`src/rtl/csr_rmw_pkg.sv`:
```
package csr_rmw_pkg;

  localparam int CSR_AW = 12;

  typedef enum logic [1:0] {
    KIND_NONE  = 2'b00,
    KIND_WRITE = 2'b01,
    KIND_SET   = 2'b10,
    KIND_CLEAR = 2'b11
  } rmw_kind_e;

  localparam logic [CSR_AW-1:0] ADR_FLAGS  = 12'h001;
  localparam logic [CSR_AW-1:0] ADR_RMODE  = 12'h002;
  localparam logic [CSR_AW-1:0] ADR_FPALL  = 12'h003;
  localparam logic [CSR_AW-1:0] ADR_CYC_LO = 12'hC00;
  localparam logic [CSR_AW-1:0] ADR_RET_LO = 12'hC02;
  localparam logic [CSR_AW-1:0] ADR_CYC_HI = 12'hC80;
  localparam logic [CSR_AW-1:0] ADR_RET_HI = 12'hC82;

endpackage

```
`src/rtl/csr_rmw_alu.sv`:
```
module csr_rmw_alu
  import csr_rmw_pkg::*;
#(
  parameter int W      = 32,
  parameter int UIMM_W = 5
) (
  input  logic         clk,
  input  logic         rst_n,
  input  logic [2:0]   op,
  input  logic [W-1:0] src_val,
  input  logic         src_is_x0,
  input  logic [W-1:0] old_val,
  output logic [W-1:0] new_val,
  output logic         wr_en
);

  rmw_kind_e    kind;
  logic         use_imm;
  logic [W-1:0] operand;
  logic         quiet;

  assign kind    = rmw_kind_e'(op[1:0]);
  assign use_imm = op[2];

  always_comb begin
    if (use_imm) begin
      operand = {{(W-UIMM_W){1'b0}}, src_val[UIMM_W-1:0]};
      quiet   = (src_val[UIMM_W-1:0] == '0);
    end else begin
      operand = src_val;
      quiet   = src_is_x0;
    end
  end

  always_comb begin
    new_val = old_val;
    wr_en   = 1'b0;
    case (kind)
      KIND_WRITE: begin
        new_val = operand;
        wr_en   = 1'b1;
      end
      KIND_SET: begin
        new_val = old_val | operand;
        wr_en   = !quiet;
      end
      KIND_CLEAR: begin
        new_val = old_val & ~operand;
        wr_en   = !quiet;
      end
      default: begin
        new_val = old_val;
        wr_en   = 1'b0;
      end
    endcase
  end


  set_keeps_bits_chk: assert property (@(posedge clk) disable iff (!rst_n)
    (op[1:0] == 2'b10 && wr_en) |-> ((new_val & old_val) == old_val));


  clear_drops_bits_chk: assert property (@(posedge clk) disable iff (!rst_n)
    (op[1:0] == 2'b11 && wr_en) |-> ((new_val & ~old_val) == '0));


  zero_imm_quiet_chk: assert property (@(posedge clk) disable iff (!rst_n)
    (op[2] && op[1] && src_val[UIMM_W-1:0] == '0) |-> !wr_en);


  x0_reg_quiet_chk: assert property (@(posedge clk) disable iff (!rst_n)
    (!op[2] && op[1] && src_is_x0) |-> !wr_en);

endmodule

```
`src/rtl/csr_fp_status.sv`:
```
module csr_fp_status #(
  parameter int FRM_W = 3,
  parameter int FLG_W = 5
) (
  input  logic                   clk,
  input  logic                   rst_n,
  input  logic                   wr_flags,
  input  logic                   wr_rmode,
  input  logic                   wr_full,
  input  logic [FRM_W+FLG_W-1:0] wdata,
  output logic [FRM_W-1:0]       frm,
  output logic [FLG_W-1:0]       fflags
);

  logic [FRM_W-1:0] frm_q, frm_d;
  logic [FLG_W-1:0] flg_q, flg_d;
  logic             upd_en;

  assign upd_en = wr_flags | wr_rmode | wr_full;

  always_comb begin
    frm_d = frm_q;
    flg_d = flg_q;
    if (wr_flags) flg_d = wdata[FLG_W-1:0];
    if (wr_rmode) frm_d = wdata[FRM_W-1:0];
    if (wr_full) begin
      frm_d = wdata[FRM_W+FLG_W-1:FLG_W];
      flg_d = wdata[FLG_W-1:0];
    end
  end

  always_ff @(posedge clk or negedge rst_n) begin
    if (!rst_n) begin
      frm_q <= '0;
      flg_q <= '0;
    end else if (upd_en) begin
      frm_q <= frm_d;
      flg_q <= flg_d;
    end
  end

  assign frm    = frm_q;
  assign fflags = flg_q;


  fp_hold_chk: assert property (@(posedge clk) disable iff (!rst_n)
    !upd_en |=> $stable({frm, fflags}));


  rmode_spares_flags_chk: assert property (@(posedge clk) disable iff (!rst_n)
    (wr_rmode && !wr_flags && !wr_full) |=> $stable(fflags));


  flags_spares_rmode_chk: assert property (@(posedge clk) disable iff (!rst_n)
    (wr_flags && !wr_rmode && !wr_full) |=> $stable(frm));

endmodule

```
`src/rtl/csr_wide_counter.sv`:
```
module csr_wide_counter #(
  parameter int CNT_W = 64
) (
  input  logic             clk,
  input  logic             rst_n,
  input  logic             inc,
  output logic [CNT_W-1:0] value
);

  logic [CNT_W-1:0] cnt_q, cnt_d;

  always_comb begin
    cnt_d = cnt_q + {{(CNT_W-1){1'b0}}, 1'b1};
  end

  always_ff @(posedge clk or negedge rst_n) begin
    if (!rst_n) begin
      cnt_q <= '0;
    end else if (inc) begin
      cnt_q <= cnt_d;
    end
  end

  assign value = cnt_q;


  step_by_one_chk: assert property (@(posedge clk) disable iff (!rst_n)
    inc |=> (value == $past(value) + 1'b1));


  idle_hold_chk: assert property (@(posedge clk) disable iff (!rst_n)
    !inc |=> $stable(value));

endmodule

```
`src/rtl/csr_rmw_unit.sv`:
```
module csr_rmw_unit
  import csr_rmw_pkg::*;
#(
  parameter int XLEN   = 32,
  parameter int UIMM_W = 5,
  parameter int FRM_W  = 3,
  parameter int FLG_W  = 5
) (
  input  logic              clk,
  input  logic              rst_n,
  input  logic [CSR_AW-1:0] csr_addr,
  input  logic [2:0]        csr_op,
  input  logic [XLEN-1:0]   src_val,
  input  logic              src_is_x0,
  input  logic              retire_pulse,
  output logic [XLEN-1:0]   rd_data
);

  localparam int CNT_W = 2 * XLEN;
  localparam int FP_W  = FRM_W + FLG_W;
  localparam int N_CNT = 2;

  logic [N_CNT-1:0] cnt_inc;
  logic [CNT_W-1:0] cnt_val [N_CNT];
  logic [FRM_W-1:0] frm;
  logic [FLG_W-1:0] fflags;
  logic [XLEN-1:0]  new_val;
  logic             alu_we;
  logic             wr_flags, wr_rmode, wr_full;
  logic             unused_upper;

  // index 0: clock cycles, index 1: retired instructions
  assign cnt_inc = {retire_pulse, 1'b1};

  for (genvar g = 0; g < N_CNT; g++) begin : g_cnt
    csr_wide_counter #(.CNT_W(CNT_W)) u_cnt (
      .clk   (clk),
      .rst_n (rst_n),
      .inc   (cnt_inc[g]),
      .value (cnt_val[g])
    );
  end

  always_comb begin
    rd_data = '0;
    case (csr_addr)
      ADR_FLAGS:  rd_data[FLG_W-1:0] = fflags;
      ADR_RMODE:  rd_data[FRM_W-1:0] = frm;
      ADR_FPALL:  rd_data[FP_W-1:0]  = {frm, fflags};
      ADR_CYC_LO: rd_data = cnt_val[0][XLEN-1:0];
      ADR_CYC_HI: rd_data = cnt_val[0][CNT_W-1:XLEN];
      ADR_RET_LO: rd_data = cnt_val[1][XLEN-1:0];
      ADR_RET_HI: rd_data = cnt_val[1][CNT_W-1:XLEN];
      default:    rd_data = '0;
    endcase
  end

  csr_rmw_alu #(.W(XLEN), .UIMM_W(UIMM_W)) u_alu (
    .clk       (clk),
    .rst_n     (rst_n),
    .op        (csr_op),
    .src_val   (src_val),
    .src_is_x0 (src_is_x0),
    .old_val   (rd_data),
    .new_val   (new_val),
    .wr_en     (alu_we)
  );

  assign wr_flags     = alu_we && (csr_addr == ADR_FLAGS);
  assign wr_rmode     = alu_we && (csr_addr == ADR_RMODE);
  assign wr_full      = alu_we && (csr_addr == ADR_FPALL);
  assign unused_upper = |new_val[XLEN-1:FP_W];

  csr_fp_status #(.FRM_W(FRM_W), .FLG_W(FLG_W)) u_fp (
    .clk      (clk),
    .rst_n    (rst_n),
    .wr_flags (wr_flags),
    .wr_rmode (wr_rmode),
    .wr_full  (wr_full),
    .wdata    (new_val[FP_W-1:0]),
    .frm      (frm),
    .fflags   (fflags)
  );


  counter_readonly_chk: assert property (@(posedge clk) disable iff (!rst_n)
    ((csr_addr == ADR_RET_LO || csr_addr == ADR_RET_HI) && !retire_pulse)
      |=> $stable(cnt_val[1]));


  unmapped_no_fp_write_chk: assert property (@(posedge clk) disable iff (!rst_n)
    (csr_addr != ADR_FLAGS && csr_addr != ADR_RMODE && csr_addr != ADR_FPALL)
      |=> $stable({frm, fflags}));

endmodule

```
`config.mk`:
```
export PLATFORM = sky130hd
export DESIGN_NAME = csr_rmw_unit
export DESIGN_NICKNAME = d
export VERILOG_FILES = /design/src/rtl/csr_rmw_pkg.sv /design/src/rtl/csr_rmw_alu.sv /design/src/rtl/csr_fp_status.sv /design/src/rtl/csr_wide_counter.sv /design/src/rtl/csr_rmw_unit.sv
export SDC_FILE = /design/constraint.sdc
export NUM_CORES = 1
export LEC_CHECK = 0
export BUFFER_PORTS_ARGS = -buffer_cell sky130_fd_sc_hd__buf_4
export CAP_MARGIN = 5
export CORE_ASPECT_RATIO = 0.8
export CORE_MARGIN = 5
export CORE_UTILIZATION = 40
export DETAILED_ROUTE_END_ITERATION = 10
export PLACE_DENSITY = 0.63
export SYNTH_ARGS = -nofsm -noshare
export SYNTH_HDL_FRONTEND = slang
export SYNTH_SLANG_ARGS = --single-unit
```
`constraint.sdc`:
```
create_clock -name clk -period 1.9 [get_ports clk]
set_input_delay 0.19 -clock clk [delete_from_list [all_inputs] [get_ports clk]]
set_output_delay 0.19 -clock clk [all_outputs]
set_load 0.005 [all_outputs]
```
; ---- After elaboration in Yosys (flattened, before gate mapping)
; Cells that the tools add are included.
[totals]
reg_bits = 136
elab_cells = 44
output_inout_bits = 32
in_bits = 51
[classes]
n_eq_ne = 10
n_reduce_logical = 11
n_addsub = 2
bitwise = 5
muxes = 12
[ops]
columns = cell, n
row1 = "64-bit by 1-bit adder with 64-bit output, second input constant", 2
row2 = 24-bit one-hot mux with 4 select lines, 1
row3 = "12-bit equality test, second input constant", 4
row4 = "12-bit by 2-bit equality test with 1-bit output, second input constant", 2
row5 = 8-bit one-hot mux with 3 select lines, 1
row6 = 3-bit one-hot mux with 6 select lines, 1
row7 = 3-bit one-hot mux with 5 select lines, 1
row8 = "12-bit by 1-bit equality test with 1-bit output, second input constant", 1
row9 = 5-bit two-way mux, 2
row10 = 2-bit one-hot mux with 5 select lines, 1
row11 = 8-bit AND, 1
row12 = 8-bit two-way mux, 1
row13 = 8-bit inverter, 1
row14 = 8-bit bitwise OR, 1
row15 = 3-bit two-way mux, 2
row16 = 5-bit zero test, 1
row17 = "2-bit equality test, second input constant", 2
row18 = 2-bit AND reduction, 2
row19 = 2-bit nonzero test, 2
row20 = 2-bit OR reduction, 2
row21 = 1-bit logical AND, 3
row22 = "2-bit by 1-bit equality test with 1-bit output, second input constant", 1
row23 = 1-bit bitwise OR, 2
row24 = 1-bit one-hot mux with 2 select lines, 1
row25 = other kinds (2), 2

; ---- Depth between registers and ports, before layout
[logic_depth]
ltp_word = 8
depth_mapped = 8
ltp_nobuf = 6

; ---- By module
; Synthesis repeated with hierarchy kept, for this count alone.
[hier_totals]
cells_unflattened = 842
hier_area_um2 = 8665.8
[modules_own_cells]
columns = module, seq_area_each_um2, cells_per_inst, instances, area_each_um2
row1 = csr_wide_counter, 1601.5, 285, 2, 3098.0
row2 = csr_rmw_unit, 0.0, 105, 1, 1169.9
row3 = csr_rmw_alu, 0.0, 144, 1, 957.2
row4 = csr_fp_status, 200.2, 23, 1, 342.8

; ---- Worst setup path after synthesis
; Ideal clock, no wire load.
[synth_timing]
path_kind = reg2reg
from = reg g_cnt[1].u_cnt.cnt_q[12]
to = reg g_cnt[1].u_cnt.cnt_q[41]
stages_incl_launch_ff = 8
synth_period_minus_slack_ns = 1.810
n_path_buf = 2
setup_ns = 0.123
path_slack_ns = 0.090
t_required_ns = 1.777
arrival_ns = 1.687
cell_sequence = dfrtp_1 > buf_2 > nand4_1 > nor4_4 > and4_1 > buf_2 > nand4_1 > xnor2_1
[synth_via]
elab_chain_len = 1
[synth_rtl]
columns = element, line
row1 = start: declaration, csr_wide_counter.sv:10  ; logic [CNT_W-1:0] cnt_q, cnt_d;
row2 = start signal: assignment, csr_wide_counter.sv:20  ; cnt_q <= cnt_d;
row3 = 64-bit by 1-bit adder with 64-bit output, csr_wide_counter.sv:13  ; cnt_d = cnt_q + {{(CNT_W-1){1'b0}}, 1'b1};
; No other way between the ends.
; A chain may end at the register's enable or synchronous reset.

; ---- Worst setup path in the final report
[layout_timing]
from = reg g_cnt[1].u_cnt.cnt_q[35]
to = out rd_data[3]
[layout_via]
elab_chain_len = 1
[layout_rtl]
columns = element, line
row1 = 2-bit one-hot mux with 5 select lines, csr_rmw_unit.sv:46  ; case (csr_addr)
row2 = end: declaration, csr_rmw_unit.sv:16  ; output logic [XLEN-1:0] rd_data
; No other way between the ends.

==> reports/qor.yml <==
synth:
  ys_types: 50
  syn_avg_cell_area_um2: 10.0
  ys_top_cells_by_area: "dfrtp_1 (45%), xnor2_1 (7.8%), xor2_1 (7.0%)"
  synth_common_cells: "dfrtp_1 (136), nand2_1 (88), xnor2_1 (67)"
  yosys.area.top_type: "dfrtp_1"
  ys.flop_type: "dfrtp_1"
  ys_async_sr_fraction_pct: 100
  yosysMostFrequentCell: "dfrtp_1"
  synth-edff-count: 0
  yosysWarnings: 0
  synthesis.area_mm2: 0.00749
  ys_seq_area_share_pct: 45.5
  synth_cells: 747
  synth_seq_cells: 136
  synth_top_cell_area_share_pct: 45.5
  synth_nets: 800
worst_hold_path:
  hp-class: "input port to register"
sta:
  period_needed_ns: 2.00
  hold_viol_final: 0
  fin_skew_ns: 0.0110
  slew_violations: 0
  setup_viol: 7
  worstMarginPinSlew_ns: 0.518
  post-route-period-util_pct: 105
  slew-limit-headroom_pct: 65.5
  rsz0062_at_grt: "true"
  fin_ws_ns: -0.102
  fmax_mhz: 499
setup_path:
  path_max_fanout: 2
  cp.required_ns: 1.71
  crit_arrival_ns: 1.81
  worst_setup_path_end_kind: "output port"
  path_class: "register to output port"
  setup.worst_path.start_class: "register"
run_status:
  outcome: "complete, but fails checks"
  failed_checks: "negative setup slack"
clocking:
  cts_sinks: 136
  path_clk_slew_ns: 0.06
  cts-htree-levels: 4
  cts_tree: "built"
  cts_root_buf: "clkbuf_16"
  cts_buffers: 17
  cts.path.max_buffers: 2
  insertion_delay_ns: 0.42
layout:
  fin_cells: 1225
  design_area_mm2: 0.0104
  nets: 1012
  diodes: 0
  drive_gt1_share_pct: 33.2
  area_growth_pct: 39.5
routing:
  wl_mm: 22.2
  viasPerCell: 5.51
  first_iter_violations: 508
  vias: 6748
  dr.pass1.iters: 6
  drc: 0
  route.antenna.remaining_nets: 0
  wl_per_cell_um: 18.1
placed_design:
  dp_cells: 1146
  dp.final_hpwl_mm: 15.5
  io_buffers: 58
  gp_congestion: 0.882
  placedInstanceArea_mm2: 0.00907
global_route:
  grt_pass1_vias: 6698
  grt_max_degree: 52
  track_usage_pct: 20.3
  grt_pass1_wl_mm: 34.9
  antenna_found_initial: 0
  grt_overflow: 0
floorplanning:
  rows: 44
  ios: 83
  initial_core_util_pct: 41.0
  die_w_um: 163
  die_area_mm2: 0.0216
  coreArea_mm2: 0.0183
  die_h_um: 132
power:
  vdd_drop_max_uv: 626
  leakage_uw: 0.00505
  p_per_area_mw_per_mm2: 697
  power.total_uw: 7270
job:
  maxCapViolations: 0
-- cells in the final DEF (no fill, tap or decap), types with 4 or more instances in the layout --
master     count
a21oi_1        9
a22oi_1       48
and3_1        12
and4_1        13
buf_12         6
buf_4        185
buf_6         23
bufinv_16      5
clkbuf_16     18
dfrtp_1      134
inv_1         19
mux4_2         8
nand2_1       87
nand2b_1       5
nand3_1       55
nand4_1       38
nand4_4        5
nor2_1        36
nor2_2         6
nor2_4         4
nor3_1        19
nor3_2         5
nor3_4         7
nor4_1         5
nor4_2         6
nor4_4         7
o211ai_1       5
o21ai_0        6
xnor2_1       67
xor2_1        60
-- path summary, 6_finish.rpt --
path,from,to,slack (ns),cells after the start
worst max-delay path,g_cnt[1].u_cnt.value[35],rd_data[3],-0.10,4
worst min-delay path,src_val[6],u_fp.frm[1],0.02,3
worst max register to register,g_cnt[1].u_cnt.value[0],g_cnt[1].u_cnt.value[14],0.02,8
worst min register to register,g_cnt[1].u_cnt.value[63],g_cnt[1].u_cnt.value[63],0.47,1
max in group asynchronous,rst_n,g_cnt[0].u_cnt.value[3],0.92,3
min in group asynchronous,rst_n,g_cnt[1].u_cnt.value[8],0.31,2
-- worst max-delay path, cell delays in order, from the launching register on --
cell and delay (ns):
dfrtp_1 0.40, buf_6 0.13, mux4_2 0.49, a22o_1 0.23, buf_4 0.14
-- cell type report --
cell class                      instances  area [um2]
Clock buffer                           20         457
Clock inverter                         12         198
Fill cell                            1599        7840
Inverter                               19        71.3
Multi-Input combinational cell        568        4180
Sequential cell                       136        3410
Tap cell                              253         317
Timing Repair Buffer                  217        1810
-- routing by layer --
metal / share of wire [%] / GRT usage (%) / vias to the layer above
met5: 0 / 0 / -
met4: 1.2 / 5.82 / 0
li1: - / - / 3144
met1: 46 / 28.9 / 3347
met2: 46 / 30.6 / 234
met3: 7.3 / 5.25 / 23
-- through the flow --
stage	util, %	TNS, ns	worst slack (ns)	hold WS, ns
6_report	57.1	-0.398	-0.102	0.0194
5_1_grt	57.1	-1.79	-0.161	0.00341
4_1_cts	54.6	-0.593	-0.117	0.000246
3_5_place_dp	49.6	-0.0203	-0.0203	0.176
3_3_place_gp	49.6	-0.0188	-0.0188	0.176
2_1_floorplan	-	0	0.0899	-0.106
-- where the power goes --
part | internal [uW] | total [uW] | switching (uW)
Clock | 2390 | 3670 | 1270
Combinational | 277 | 542 | 265
Sequential | 2970 | 3070 | 94.7
-- registers in the layout, indices dropped and copies added, names as in the netlist --
name,cells
g_cnt.u_cnt.value,128
u_fp.fflags,5
u_fp.frm,3
-- repair_timing --
item / 4_1_cts / 5_1_grt
hold buffers: 2 / 0
cloned: 0 / 2
gates resized for setup: 14 / 66
endpoints found under the setup margin: 11 / 92
endpoints found under the hold margin: 48 / 0
pin swaps: 12 / 26
buffers inserted: 25 / 21
-- cell families after synthesis --
family                     share of synthesized area, %
buffers and inverters                              2.44
AOI/OAI and AO/OA                                  8.12
adders and majority gates                         0.334
DFF                                                45.5
and+or+nand+nor                                    26.1
muxes                                              2.69
xor gates and xnor gates                           14.9
No activity file was read; power rests on OpenSTA's default activity.
